**config.mk**
```make
export PLATFORM = sky130hd
export DESIGN_NAME = tmr_group
export DESIGN_NICKNAME = d
export VERILOG_FILES = /design/src/rtl/tmr_pkg.sv /design/src/rtl/tmr_prescaler.sv /design/src/rtl/tmr_channel.sv /design/src/rtl/tmr_regs.sv /design/src/rtl/tmr_group.sv
export SDC_FILE = /design/constraint.sdc
export NUM_CORES = 1
export LEC_CHECK = 0
export ABC_AREA = 1
export BUFFER_PORTS_ARGS = -buffer_cell sky130_fd_sc_hd__buf_2
export CAP_MARGIN = 40
export CELL_PAD_IN_SITES_DETAIL_PLACEMENT = 1
export CELL_PAD_IN_SITES_GLOBAL_PLACEMENT = 2
export CORE_MARGIN = 3
export CORE_UTILIZATION = 34
export DETAILED_ROUTE_END_ITERATION = 16
export PLACE_DENSITY_LB_ADDON = 0.1
export SYNTH_ARGS = -nofsm -noshare
export SYNTH_HDL_FRONTEND = slang
export SYNTH_SLANG_ARGS = --single-unit
```
**constraint.sdc**
```tcl
create_clock -name clk -period 2.5 [get_ports clk]
set_clock_uncertainty 0.2 [all_clocks]
set_input_delay 0.625 -clock clk [delete_from_list [all_inputs] [get_ports clk]]
set_output_delay 0.625 -clock clk [all_outputs]
set_load 0.01 [all_outputs]
```
**src/rtl/tmr_pkg.sv**
```systemverilog
package tmr_pkg;
  typedef enum logic [1:0] {
    ROLE_SOLO = 2'd0,
    ROLE_LOW  = 2'd1,
    ROLE_UP   = 2'd2
  } role_e;

  localparam logic [1:0] REG_COUNT = 2'd0;
  localparam logic [1:0] REG_START = 2'd1;
  localparam logic [1:0] REG_VECT  = 2'd2;
  localparam logic [1:0] REG_DEST  = 2'd3;

  localparam int CASC_LSB = 0;
  localparam int DIV_LSB  = 8;
  localparam int WRAP_LSB = 24;
endpackage

```
**src/rtl/tmr_prescaler.sv**
```systemverilog
module tmr_prescaler #(
  parameter int SEL_W    = 2,
  parameter int BASE_LOG = 3
) (
  input  logic             clk,
  input  logic             rst_n,
  input  logic [SEL_W-1:0] div_sel,
  output logic             tick
);
  localparam int CW = BASE_LOG + (1 << SEL_W) - 1;

  logic [CW-1:0] cnt;
  logic [CW-1:0] limit;

  always_comb limit = CW'((32'd1 << (BASE_LOG + 32'(div_sel))) - 32'd1);

  assign tick = (cnt >= limit);

  always_ff @(posedge clk or negedge rst_n) begin
    if (!rst_n)    cnt <= '0;
    else if (tick) cnt <= '0;
    else           cnt <= cnt + 1'b1;
  end

  AST_TICK_GAP: assert property (@(posedge clk) disable iff (!rst_n)
    tick |=> !tick);
endmodule

```
**src/rtl/tmr_channel.sv**
```systemverilog
module tmr_channel import tmr_pkg::*; #(
  parameter int CW = 32
) (
  input  logic          clk,
  input  logic          rst_n,
  input  logic          tick,
  input  role_e         role,
  input  logic          run,
  input  logic          restart,
  input  logic          wrap,
  input  logic [CW-1:0] start_raw,
  input  logic          low_event,
  input  logic          upper_zero,
  output logic [CW-1:0] count,
  output logic          ev_out,
  output logic          irq
);
  localparam logic [CW-1:0] ALL_ONES = '1;

  logic [CW-1:0] start_eff;
  logic          loaded;
  logic          at_end;
  logic          step;

  assign start_eff = (role == ROLE_LOW) ? start_raw : {1'b0, start_raw[CW-2:0]};
  assign at_end    = (count <= CW'(1));
  assign step      = (role == ROLE_UP) ? low_event : tick;
  assign ev_out    = (role == ROLE_LOW) && run && loaded && tick && at_end && !restart;

  always_ff @(posedge clk or negedge rst_n) begin
    if (!rst_n) begin
      count  <= '0;
      loaded <= 1'b0;
      irq    <= 1'b0;
    end else if (restart) begin
      count  <= '0;
      loaded <= 1'b0;
      irq    <= 1'b0;
    end else if (!run) begin
      loaded <= 1'b0;
      irq    <= 1'b0;
    end else if (!loaded) begin
      count  <= start_eff;
      loaded <= 1'b1;
    end else begin
      case (role)
        ROLE_LOW: begin
          irq <= 1'b0;
          if (tick) begin
            if (at_end) count <= (upper_zero || !wrap) ? start_eff : ALL_ONES;
            else        count <= count - 1'b1;
          end
        end
        ROLE_UP: begin
          if (low_event) begin
            if (count == '0) begin
              count <= start_eff;
              irq   <= 1'b1;
            end else begin
              count <= count - 1'b1;
            end
          end
        end
        default: begin
          if (tick) begin
            if (at_end) begin
              count <= start_eff;
              irq   <= 1'b1;
            end else begin
              count <= count - 1'b1;
            end
          end
        end
      endcase
    end
  end

  AST_HALT_CLEARS_IRQ: assert property (@(posedge clk) disable iff (!rst_n)
    !run |=> !irq);
  AST_HOLD_WHEN_HALTED: assert property (@(posedge clk) disable iff (!rst_n)
    (!run && !restart) |=> $stable(count));
  AST_SOLO_STEP: assert property (@(posedge clk) disable iff (!rst_n)
    (role == ROLE_SOLO && run && loaded && tick && !at_end && !restart)
      |=> (count == $past(count) - 1'b1));
  AST_IRQ_CAUSE: assert property (@(posedge clk) disable iff (!rst_n)
    $rose(irq) |-> $past(step));
endmodule

```
**src/rtl/tmr_regs.sv**
```systemverilog
module tmr_regs import tmr_pkg::*; #(
  parameter int NUM = 4,
  parameter int CW  = 32,
  parameter int WIN_LOG = 6
) (
  input  logic                          clk,
  input  logic                          rst_n,
  input  logic                          bus_en,
  input  logic                          bus_we,
  input  logic [WIN_LOG+$clog2(NUM):0]  bus_addr,
  input  logic [CW-1:0]                 bus_wdata,
  output logic [CW-1:0]                 bus_rdata,
  input  logic [NUM-1:0][CW-1:0]        counts,
  output logic [NUM-1:0][CW-1:0]        start,
  output logic [NUM-2:0]                casc,
  output logic [NUM-2:0]                wrap,
  output logic [1:0]                    div_sel,
  output logic [NUM-1:0]                cnt_wr
);
  localparam int IDX_W = $clog2(NUM);
  localparam int AW    = WIN_LOG + IDX_W + 1;
  localparam int NP    = NUM - 1;
  localparam logic [CW-1:0] START_RST = {1'b1, {(CW-1){1'b0}}};

  logic             wr;
  logic             grp_hit;
  logic             win_hit;
  logic [IDX_W-1:0] tsel;
  logic [1:0]       rsel;
  logic [CW-1:0]    ctrl_word;
  logic [NUM-1:0][CW-1:0] vect;
  logic [NUM-1:0][CW-1:0] dest;

  assign wr      = bus_en && bus_we;
  assign grp_hit = bus_addr[AW-1] && (bus_addr[AW-2:0] == '0);
  assign win_hit = !bus_addr[AW-1] && (bus_addr[WIN_LOG-3:0] == '0);
  assign tsel    = bus_addr[AW-2:WIN_LOG];
  assign rsel    = bus_addr[WIN_LOG-1:WIN_LOG-2];

  always_ff @(posedge clk or negedge rst_n) begin
    if (!rst_n) begin
      casc    <= '0;
      wrap    <= '0;
      div_sel <= 2'b00;
    end else if (wr && grp_hit) begin
      casc    <= bus_wdata[CASC_LSB +: NP];
      wrap    <= bus_wdata[WRAP_LSB +: NP];
      div_sel <= bus_wdata[DIV_LSB +: 2];
    end
  end

  for (genvar i = 0; i < NUM; i++) begin : g_win
    logic sel_i;
    assign sel_i     = wr && win_hit && (tsel == IDX_W'(i));
    assign cnt_wr[i] = sel_i && (rsel == REG_COUNT);

    always_ff @(posedge clk or negedge rst_n) begin
      if (!rst_n) begin
        start[i] <= START_RST;
        vect[i]  <= '0;
        dest[i]  <= '0;
      end else if (sel_i) begin
        if (rsel == REG_START) start[i] <= bus_wdata;
        if (rsel == REG_VECT)  vect[i]  <= bus_wdata;
        if (rsel == REG_DEST)  dest[i]  <= bus_wdata;
      end
    end
  end

  always_comb begin
    ctrl_word = '0;
    ctrl_word[CASC_LSB +: NP] = casc;
    ctrl_word[WRAP_LSB +: NP] = wrap;
    ctrl_word[DIV_LSB +: 2]   = div_sel;
  end

  always_comb begin
    bus_rdata = '0;
    if (grp_hit) begin
      bus_rdata = ctrl_word;
    end else if (win_hit) begin
      case (rsel)
        REG_COUNT: bus_rdata = counts[tsel];
        REG_START: bus_rdata = start[tsel];
        REG_VECT:  bus_rdata = vect[tsel];
        default:   bus_rdata = dest[tsel];
      endcase
    end
  end
endmodule

```
**src/rtl/tmr_group.sv**
```systemverilog
module tmr_group import tmr_pkg::*; #(
  parameter int NUM     = 4,
  parameter int CW      = 32,
  parameter int WIN_LOG = 6,
  parameter int PRE_LOG = 3
) (
  input  logic                             clk,
  input  logic                             rst_n,
  input  logic                             bus_en,
  input  logic                             bus_we,
  input  logic [WIN_LOG+$clog2(NUM):0]     bus_addr,
  input  logic [CW-1:0]                    bus_wdata,
  output logic [CW-1:0]                    bus_rdata,
  output logic [NUM-1:0]                   irq_n
);
  localparam int NP = NUM - 1;

  logic [NUM-1:0][CW-1:0] counts;
  logic [NUM-1:0][CW-1:0] start;
  logic [NP-1:0]          casc;
  logic [NP-1:0]          wrap;
  logic [NP-1:0]          pair_on;
  logic [1:0]             div_sel;
  logic [NUM-1:0]         cnt_wr;
  logic [NUM-1:0]         ev;
  logic [NUM-1:0]         irq;
  logic                   tick;
  logic                   prev_on;
  role_e                  role [NUM];

  tmr_regs #(.NUM(NUM), .CW(CW), .WIN_LOG(WIN_LOG)) u_regs (
    .clk       (clk),
    .rst_n     (rst_n),
    .bus_en    (bus_en),
    .bus_we    (bus_we),
    .bus_addr  (bus_addr),
    .bus_wdata (bus_wdata),
    .bus_rdata (bus_rdata),
    .counts    (counts),
    .start     (start),
    .casc      (casc),
    .wrap      (wrap),
    .div_sel   (div_sel),
    .cnt_wr    (cnt_wr)
  );

  tmr_prescaler #(.SEL_W(2), .BASE_LOG(PRE_LOG)) u_pre (
    .clk     (clk),
    .rst_n   (rst_n),
    .div_sel (div_sel),
    .tick    (tick)
  );

  // lowest pair wins when two enabled pairs share a timer
  always_comb begin
    prev_on = 1'b0;
    for (int k = 0; k < NP; k++) begin
      pair_on[k] = casc[k] && !prev_on;
      prev_on    = pair_on[k];
    end
    for (int i = 0; i < NUM; i++) role[i] = ROLE_SOLO;
    for (int k = 0; k < NP; k++) begin
      if (pair_on[k]) begin
        role[k]   = ROLE_LOW;
        role[k+1] = ROLE_UP;
      end
    end
  end

  for (genvar i = 0; i < NUM; i++) begin : g_ch
    logic run_c;
    logic restart_c;
    logic low_ev_c;
    logic up_zero_c;
    logic wrap_c;
    logic wr_up_c;
    logic wr_lo_c;
    logic halt_up_c;

    if (i < NUM - 1) begin : g_has_up
      assign up_zero_c = (counts[i+1] == '0);
      assign wrap_c    = wrap[i];
      assign wr_up_c   = cnt_wr[i+1];
      assign halt_up_c = start[i+1][CW-1];
    end else begin : g_no_up
      assign up_zero_c = 1'b0;
      assign wrap_c    = 1'b0;
      assign wr_up_c   = 1'b0;
      assign halt_up_c = 1'b1;
    end

    if (i > 0) begin : g_has_lo
      assign low_ev_c = ev[i-1];
      assign wr_lo_c  = cnt_wr[i-1];
    end else begin : g_no_lo
      assign low_ev_c = 1'b0;
      assign wr_lo_c  = 1'b0;
    end

    assign run_c     = (role[i] == ROLE_LOW) ? !halt_up_c : !start[i][CW-1];
    assign restart_c = cnt_wr[i] || ((role[i] == ROLE_LOW) && wr_up_c)
                                 || ((role[i] == ROLE_UP) && wr_lo_c);

    tmr_channel #(.CW(CW)) u_ch (
      .clk        (clk),
      .rst_n      (rst_n),
      .tick       (tick),
      .role       (role[i]),
      .run        (run_c),
      .restart    (restart_c),
      .wrap       (wrap_c),
      .start_raw  (start[i]),
      .low_event  (low_ev_c),
      .upper_zero (up_zero_c),
      .count      (counts[i]),
      .ev_out     (ev[i]),
      .irq        (irq[i])
    );

    assign irq_n[i] = !irq[i];
  end
endmodule

```
# ---- Word level (Yosys, flattened, before mapping)
# Index checks and enable logic that the tools add are counted.
dict set report op_classes {
  addsub 7
  muxes 100
  order_cmp 6
  n_shift 1
  reduce_logical 93
  eq_ne 43
}
# op count
set ops {}
lappend ops {{two-way mux 32 bit} 46}
lappend ops {{binary-select mux 32 bit (select 2 bit)} 4}
lappend ops {{case mux 32 bit (2 select lines)} 3}
lappend ops {{<= comparator 32 x 1 -> 1 bit, second input constant} 4}
lappend ops {{subtractor 32 x 1 -> 32 bit, second input constant} 4}
lappend ops {{zero test 32 bit} 3}
lappend ops {{case mux 32 bit (3 select lines)} 1}
lappend ops {{two-way mux 1 bit} 38}
lappend ops {{logical AND 1 bit} 36}
lappend ops {{inequality test 4 bit, second input constant} 9}
lappend ops {{left shift 1 x 32 -> 6 bit, first input constant} 1}
lappend ops {{inequality test 5 bit, second input constant} 6}
lappend ops {{inequality test 4 x 3 -> 1 bit, second input constant} 7}
lappend ops {{AND reduction 2 bit} 12}
lappend ops {{zero test 1 bit} 17}
lappend ops {{inequality test 3 bit, second input constant} 5}
lappend ops {{AND reduction 5 bit} 3}
lappend ops {{equality test 2 bit, second input constant} 7}
lappend ops {{AND reduction 4 bit} 3}
lappend ops {{equality test 2 x 1 -> 1 bit, second input constant} 5}
lappend ops {{logical OR 1 bit} 9}
lappend ops {{zero test 8 bit} 1}
lappend ops {{two-way mux 4 bit} 2}
lappend ops {{case mux 1 bit (2 select lines)} 4}
lappend ops {{other kinds (15)} 20}
dict set report totals {
  output_inout_bits 36
  elab_cells 278
  regBits 534
  inputBits 45
}

# ---- Longest topological paths before layout
dict set report depth {
  word_depth 17
  depth_mapped 16
  depth_no_buf 15
}

# ---- Hierarchy
# From an unflattened synthesis, not the netlist that was laid out.
dict set report hier_totals {
  hier_cells 5621
  hier_area_um2 36125.9
}
# module cells_each seq_area_each_um2 instances area_each_um2
set by_module_without_submodules {}
lappend by_module_without_submodules {tmr_regs 2509 9814.4 1 18949.4}
lappend by_module_without_submodules {{tmr_channel at g_ch[0].u_ch ...} 745 850.8 2 4088.9}
lappend by_module_without_submodules {{tmr_channel at g_ch[2].u_ch ...} 727 850.8 2 4055.1}
lappend by_module_without_submodules {tmr_group 121 0.0 1 498.0}
lappend by_module_without_submodules {tmr_prescaler 47 150.1 1 390.4}

# ---- Worst setup path after synthesis
# No wires, ideal clock.
dict set report synth_timing {
  path_type {input -> output}
  from {input bus_addr[4]}
  to {output bus_rdata[19]}
  t_required_ps 1675
  arrival_ps 2041
  cell_stages 6
  setup_slack_ps -366
  n_path_buf 2
  cell_sequence {buf_2 inv_1 nor2_1 clkbuf_1 o21ai_0 a311oi_1}
}
dict set report synth_between {
  elab_chain_len 4
  elab_cells_between_ends 8
  classes_between {eq/ne (2); mux (3); reduce/logical (3)}
}
# element line
set synth_rtl {}
lappend synth_rtl {{start, declared} tmr_group.sv:11} ;# input logic [WIN_LOG+$clog2(NUM):0] bus_addr,
lappend synth_rtl {{equality test 2 bit, or another cell as far along} tmr_regs.sv:82} ;# case (rsel)
lappend synth_rtl {{case mux 32 bit (3 select lines)} tmr_regs.sv:82}
lappend synth_rtl {{two-way mux 32 bit} tmr_regs.sv:81} ;# end else if (win_hit) begin
lappend synth_rtl {{two-way mux 32 bit (*)} tmr_regs.sv:79} ;# if (grp_hit) begin
lappend synth_rtl {{end, declared} tmr_group.sv:13} ;# output logic [CW-1:0] bus_rdata,
# Mark *: on every way between the ends. The rest lies on a longest branch, timed or not.

# ---- Worst setup path in the final report
dict set report layout_timing {
  from {input bus_addr[7]}
  to {output bus_rdata[19]}
}
dict set report layout_between {
  elab_chain_len 5
  elab_cells_between_ends 13
  classes_between {mux (11); reduce/logical (2)}
}
# element line
set layout_rtl {}
lappend layout_rtl {{binary-select mux 32 bit (select 2 bit) (on tied branches)} --}
lappend layout_rtl {{two-way mux 32 bit (on tied branches)} --}
lappend layout_rtl {{case mux 32 bit (3 select lines)} tmr_regs.sv:82}
lappend layout_rtl {{two-way mux 32 bit} tmr_regs.sv:81}
lappend layout_rtl {{two-way mux 32 bit (*)} tmr_regs.sv:79}
# Mark *: on every way between the ends. The rest lies on a longest branch, timed or not. The select of a mux whose other input is x is not followed.

==> impl_metrics.yaml <==
drt:
  wl_per_cell_um: 27.7
  routed_wl_um: 162000
  drt_iter0_markers: 3148
  vias_per_cell: 5.60
  top_layer: "met4"
  wl_met2_um: 71200
  drt-met1-wl_um: 71500
  postRouteAntennaNets: 0
  met3_length_um: 11800
  vias: 32800
  drtPass1Iterations: 5
  drc_errors: 0
clock_network:
  cts_tree: "built"
  cts_inserted_buffers: 70
  clk_pin_slew_worst_paths_ns: 0.05
  worstSkewPairLatency_ns: 0.64
  clock_sinks: 534
  cts_buffer_depth: 3
  cts_max_level: 3
  root_buffer: "clkbuf_16"
power:
  swShare: 0.403
  leakagePower_nw: 20.4
  p_switching_mw: 16.3
  p_int_mw: 24.1
  irDropWorstVdd_mv: 0.757
  p_comb_frac: 0.481
  seqPwrFrac: 0.259
  clkPwrFrac: 0.259
  powerDensity_nw_per_um2: 917
setup_path:
  worstPathRequired_ns: 1.67
  crit_end: "bus_rdata[19]"
  crit_top_cell: "buf_12"
  critPathSlowestCell: "a311oi_4"
  slowest_delay_ns: 0.32
  worstPathCellList: "buf_12 -> nor2_4 -> clkinv_4 -> buf_12 -> buf_16 -> o22ai_4 -> o21ai_4 -> a311oi_4 -> buf_4 -> buf_6"
  cp.arrival_ns: 2.32
  worstSetupEndpointType: "primary output"
  worst_r2r_path_depth: 17
  worstSetupPathType: "in2out"
  crit_path_start_kind: "primary input"
  r2r_end: "g_ch[2].u_ch.count[14]"
  crit_path_max_fanout: 5
  reg2reg_slack_ns: -0.16
  crit_start: "bus_addr[7]"
  r2r_start: "g_ch[1].u_ch.count[1]"
sta:
  setup_viol_count_final: 128
  maxSlewViolCount: 0
  fin_crit_ns: 3.15
  fin_tns_setup_ns: -24.03
  setup_ws_ns: -0.645
  fmax_mhz: 318
  fin_worst_hold_slack_ns: 0.281
  timing.final.crit_share: 1.26
  worst_pin_slew_ns: 0.758
  slew_headroom: 0.494
  rsz0062_at_grt: "true"
  hold_violations: 0
die:
  dieHeight_um: 303
  ios: 81
  dieWidth_um: 303
  core_um2: 87200
  initial_utilization: 0.345
  die-area_um2: 92000
  num_rows: 108
grt:
  grt_pass1_wl_um: 232000
  antenna_found_initial: 6
  grt_max_degree: 76
  grt_overflow: 0
  grtUsageTotal: 0.346
  grt_pass1_vias: 32800
synthesis:
  synth_cell_types: 56
  synth-seq-cells: 534
  synth-simple-area-share: 0.244
  synth_top_family_by_area: "simple AND/OR/NAND/NOR gates"
  synth_nets: 4067
  yosysWarnings: 0
  synth_fa_ha_area_frac: 0.00666
  synth-compound-area-share: 0.204
  synthMuxAreaShare: 0
  synthesis.instances: 4006
  yosysSeqAreaShare: 0.445
  syn_avg_cell_area_um2: 7.50
  synth_xor_area_frac: 0.0213
  synth_area_um2: 30000
place:
  gp_congestion: 0.967
  dp_hpwl_um: 113000
  portBuffers: 80
run_status:
  violations: "negative setup slack"
  status: "finished with violations"
layout:
  fillers: 10300
  drive_gt1_frac: 0.331
  fin_nets: 4700
  syn2layout_area_growth_pct: 46.7
hold_path:
  holdCritPathClass: "reg2reg"
  hp-start: "u_regs.start[50]"
run:
  maxCapViolCount: 0
sequential cells by signal, summed over array words and instances (netlist names):
| name | count |
|---|---|
| g_ch.u_ch.irq | 4 |
| u_regs.casc | 3 |
| g_ch.u_ch.count | 128 |
| u_pre.cnt | 6 |
| g_ch.u_ch.loaded | 4 |
| u_regs.dest | 128 |
| u_regs.div_sel | 2 |
| u_regs.wrap | 3 |
| u_regs.vect | 128 |
| u_regs.start | 128 |
power groups by stage:
| stage | combinational [mW] | clock [mW] | sequential (mW) |
|---|---|---|---|
| after CTS | 18.1 | 10.6 | 10.4 |
| final | 19.5 | 10.5 | 10.5 |
| after floorplan | 7.29 | 0 | 10.4 |
| after global routing | 20.8 | 11.0 | 10.6 |
| after global placement | 13.8 | 0 | 10.5 |
| after detailed placement | 14.0 | 0 | 10.5 |
metrics by stage:
step / std cells / utilization / area (µm²) / power [mW] / worst slack, ns
finish: 5852 / 0.506 / 44100 / 40.4 / -0.645
detailed placement: 5597 / 0.419 / 36500 / 24.5 / -1.15
global route: 5850 / 0.506 / 44100 / 42.4 / -0.634
floorplan: 4006 / - / 30400 / 17.7 / -0.0713
global placement: 5597 / 0.419 / 36500 / 24.3 / -1.12
CTS: 5819 / 0.487 / 42400 / 39.1 / -0.626
repair_timing:
item / 4_1_cts / 5_1_grt
endpoints found under the hold margin: 64 / 0
gates cloned: 37 / 10
resized for setup: 540 / 339
setup endpoints to repair: 163 / 163
buffers inserted: 65 / 38
pin swaps: 155 / 141
hold buffers: 1 / 0
placed cells by master, fill, tap and decap left out, types with 92 or more instances in the layout:
cell type / instances
buf_12: 94
o21ai_0: 493
nand3_1: 149
o22ai_1: 92
inv_1: 249
nand2_1: 995
nor2_1: 220
a21oi_1: 96
dfrtp_1: 519
buf_4: 532
worst max-delay path, delay by kind of cell:
kind,cells,cell delay (ns)
simple gates,1,0.15
buf+inv,6,0.84
compound gates,3,0.68
area by class of cell:
| class | count | area (µm²) | area share |
|---|---|---|---|
| Inverter | 319 | 1310 | 0.0297 |
| Multi-Input combinational cell | 2900 | 17300 | 0.392 |
| Timing Repair inverter | 1 | 16.3 | 0.000369 |
| Sequential cell | 534 | 13400 | 0.304 |
| Clock buffer | 111 | 2150 | 0.0488 |
| Clock inverter | 17 | 186 | 0.00423 |
| Tap cell | 1155 | 1450 | 0.0328 |
| Antenna cell | 2 | 5.00 | 0.000114 |
| Timing Repair Buffer | 813 | 8310 | 0.189 |
cell usage after synthesis (all sizes together):
| library cell | number | area [µm²] |
|---|---|---|
| nand2 | 1098 | 4170 |
| o21ai | 624 | 3150 |
| dfrtp | 530 | 13300 |
| inv | 316 | 1190 |
| nor2 | 302 | 1270 |
| nand3 | 246 | 1330 |
| clkbuf | 172 | 646 |
| o22ai | 144 | 901 |
| a21oi | 116 | 596 |
| a22oi | 93 | 698 |
| buf | 82 | 524 |
| xor2 | 69 | 604 |
| nor3 | 38 | 190 |
| nand4 | 33 | 244 |
| o21a | 27 | 203 |
| a211oi | 17 | 128 |
| ha | 16 | 200 |
| o221ai | 16 | 140 |
| a311oi | 9 | 78.8 |
| a31oi | 6 | 37.5 |
| o211ai | 6 | 45.0 |
| o31ai | 6 | 45.0 |
| nand3b | 5 | 37.5 |
| o2bb2ai | 5 | 43.8 |
| dfstp | 4 | 105 |
| nor4 | 4 | 40.0 |
| or2 | 4 | 25.0 |
| xnor2 | 4 | 35.0 |
| a22o | 3 | 26.3 |
| clkinv | 3 | 11.3 |
| and2 | 2 | 12.5 |
| o2111ai | 2 | 23.8 |
| conb | 1 | 3.75 |
| nor3b | 1 | 7.51 |
| o21bai | 1 | 7.51 |
| or3 | 1 | 6.26 |
logic make-up after synthesis:
kind of cell / after synthesis
other cells: 1
flops: 534
simple gates: 1734
buf+inv: 573
xor+xnor: 73
fa+ha+maj: 16
compound gates: 1075
worst min-delay path by stage:
stage                            endpoint  slack [ns]  depth (start not counted)
floorplan           g_ch[0].u_ch.count[0]        0.13                          0
global placement        u_regs.start[126]        0.26                          2
detailed placement       u_regs.start[41]        0.27                          2
CTS                      u_regs.start[39]        0.27                          2
global route             u_regs.start[39]        0.29                          2
finish                   u_regs.start[50]        0.28                          2
metal layers:
| layer | global-route usage | up-vias |
|---|---|---|
| met5 | 0 | - |
| met4 | 0.146 | 0 |
| met3 | 0.0661 | 270 |
| met2 | 0.524 | 1165 |
| met1 | 0.484 | 16600 |
| li1 | - | 14700 |
No activity file was read; power rests on OpenSTA's default activity.
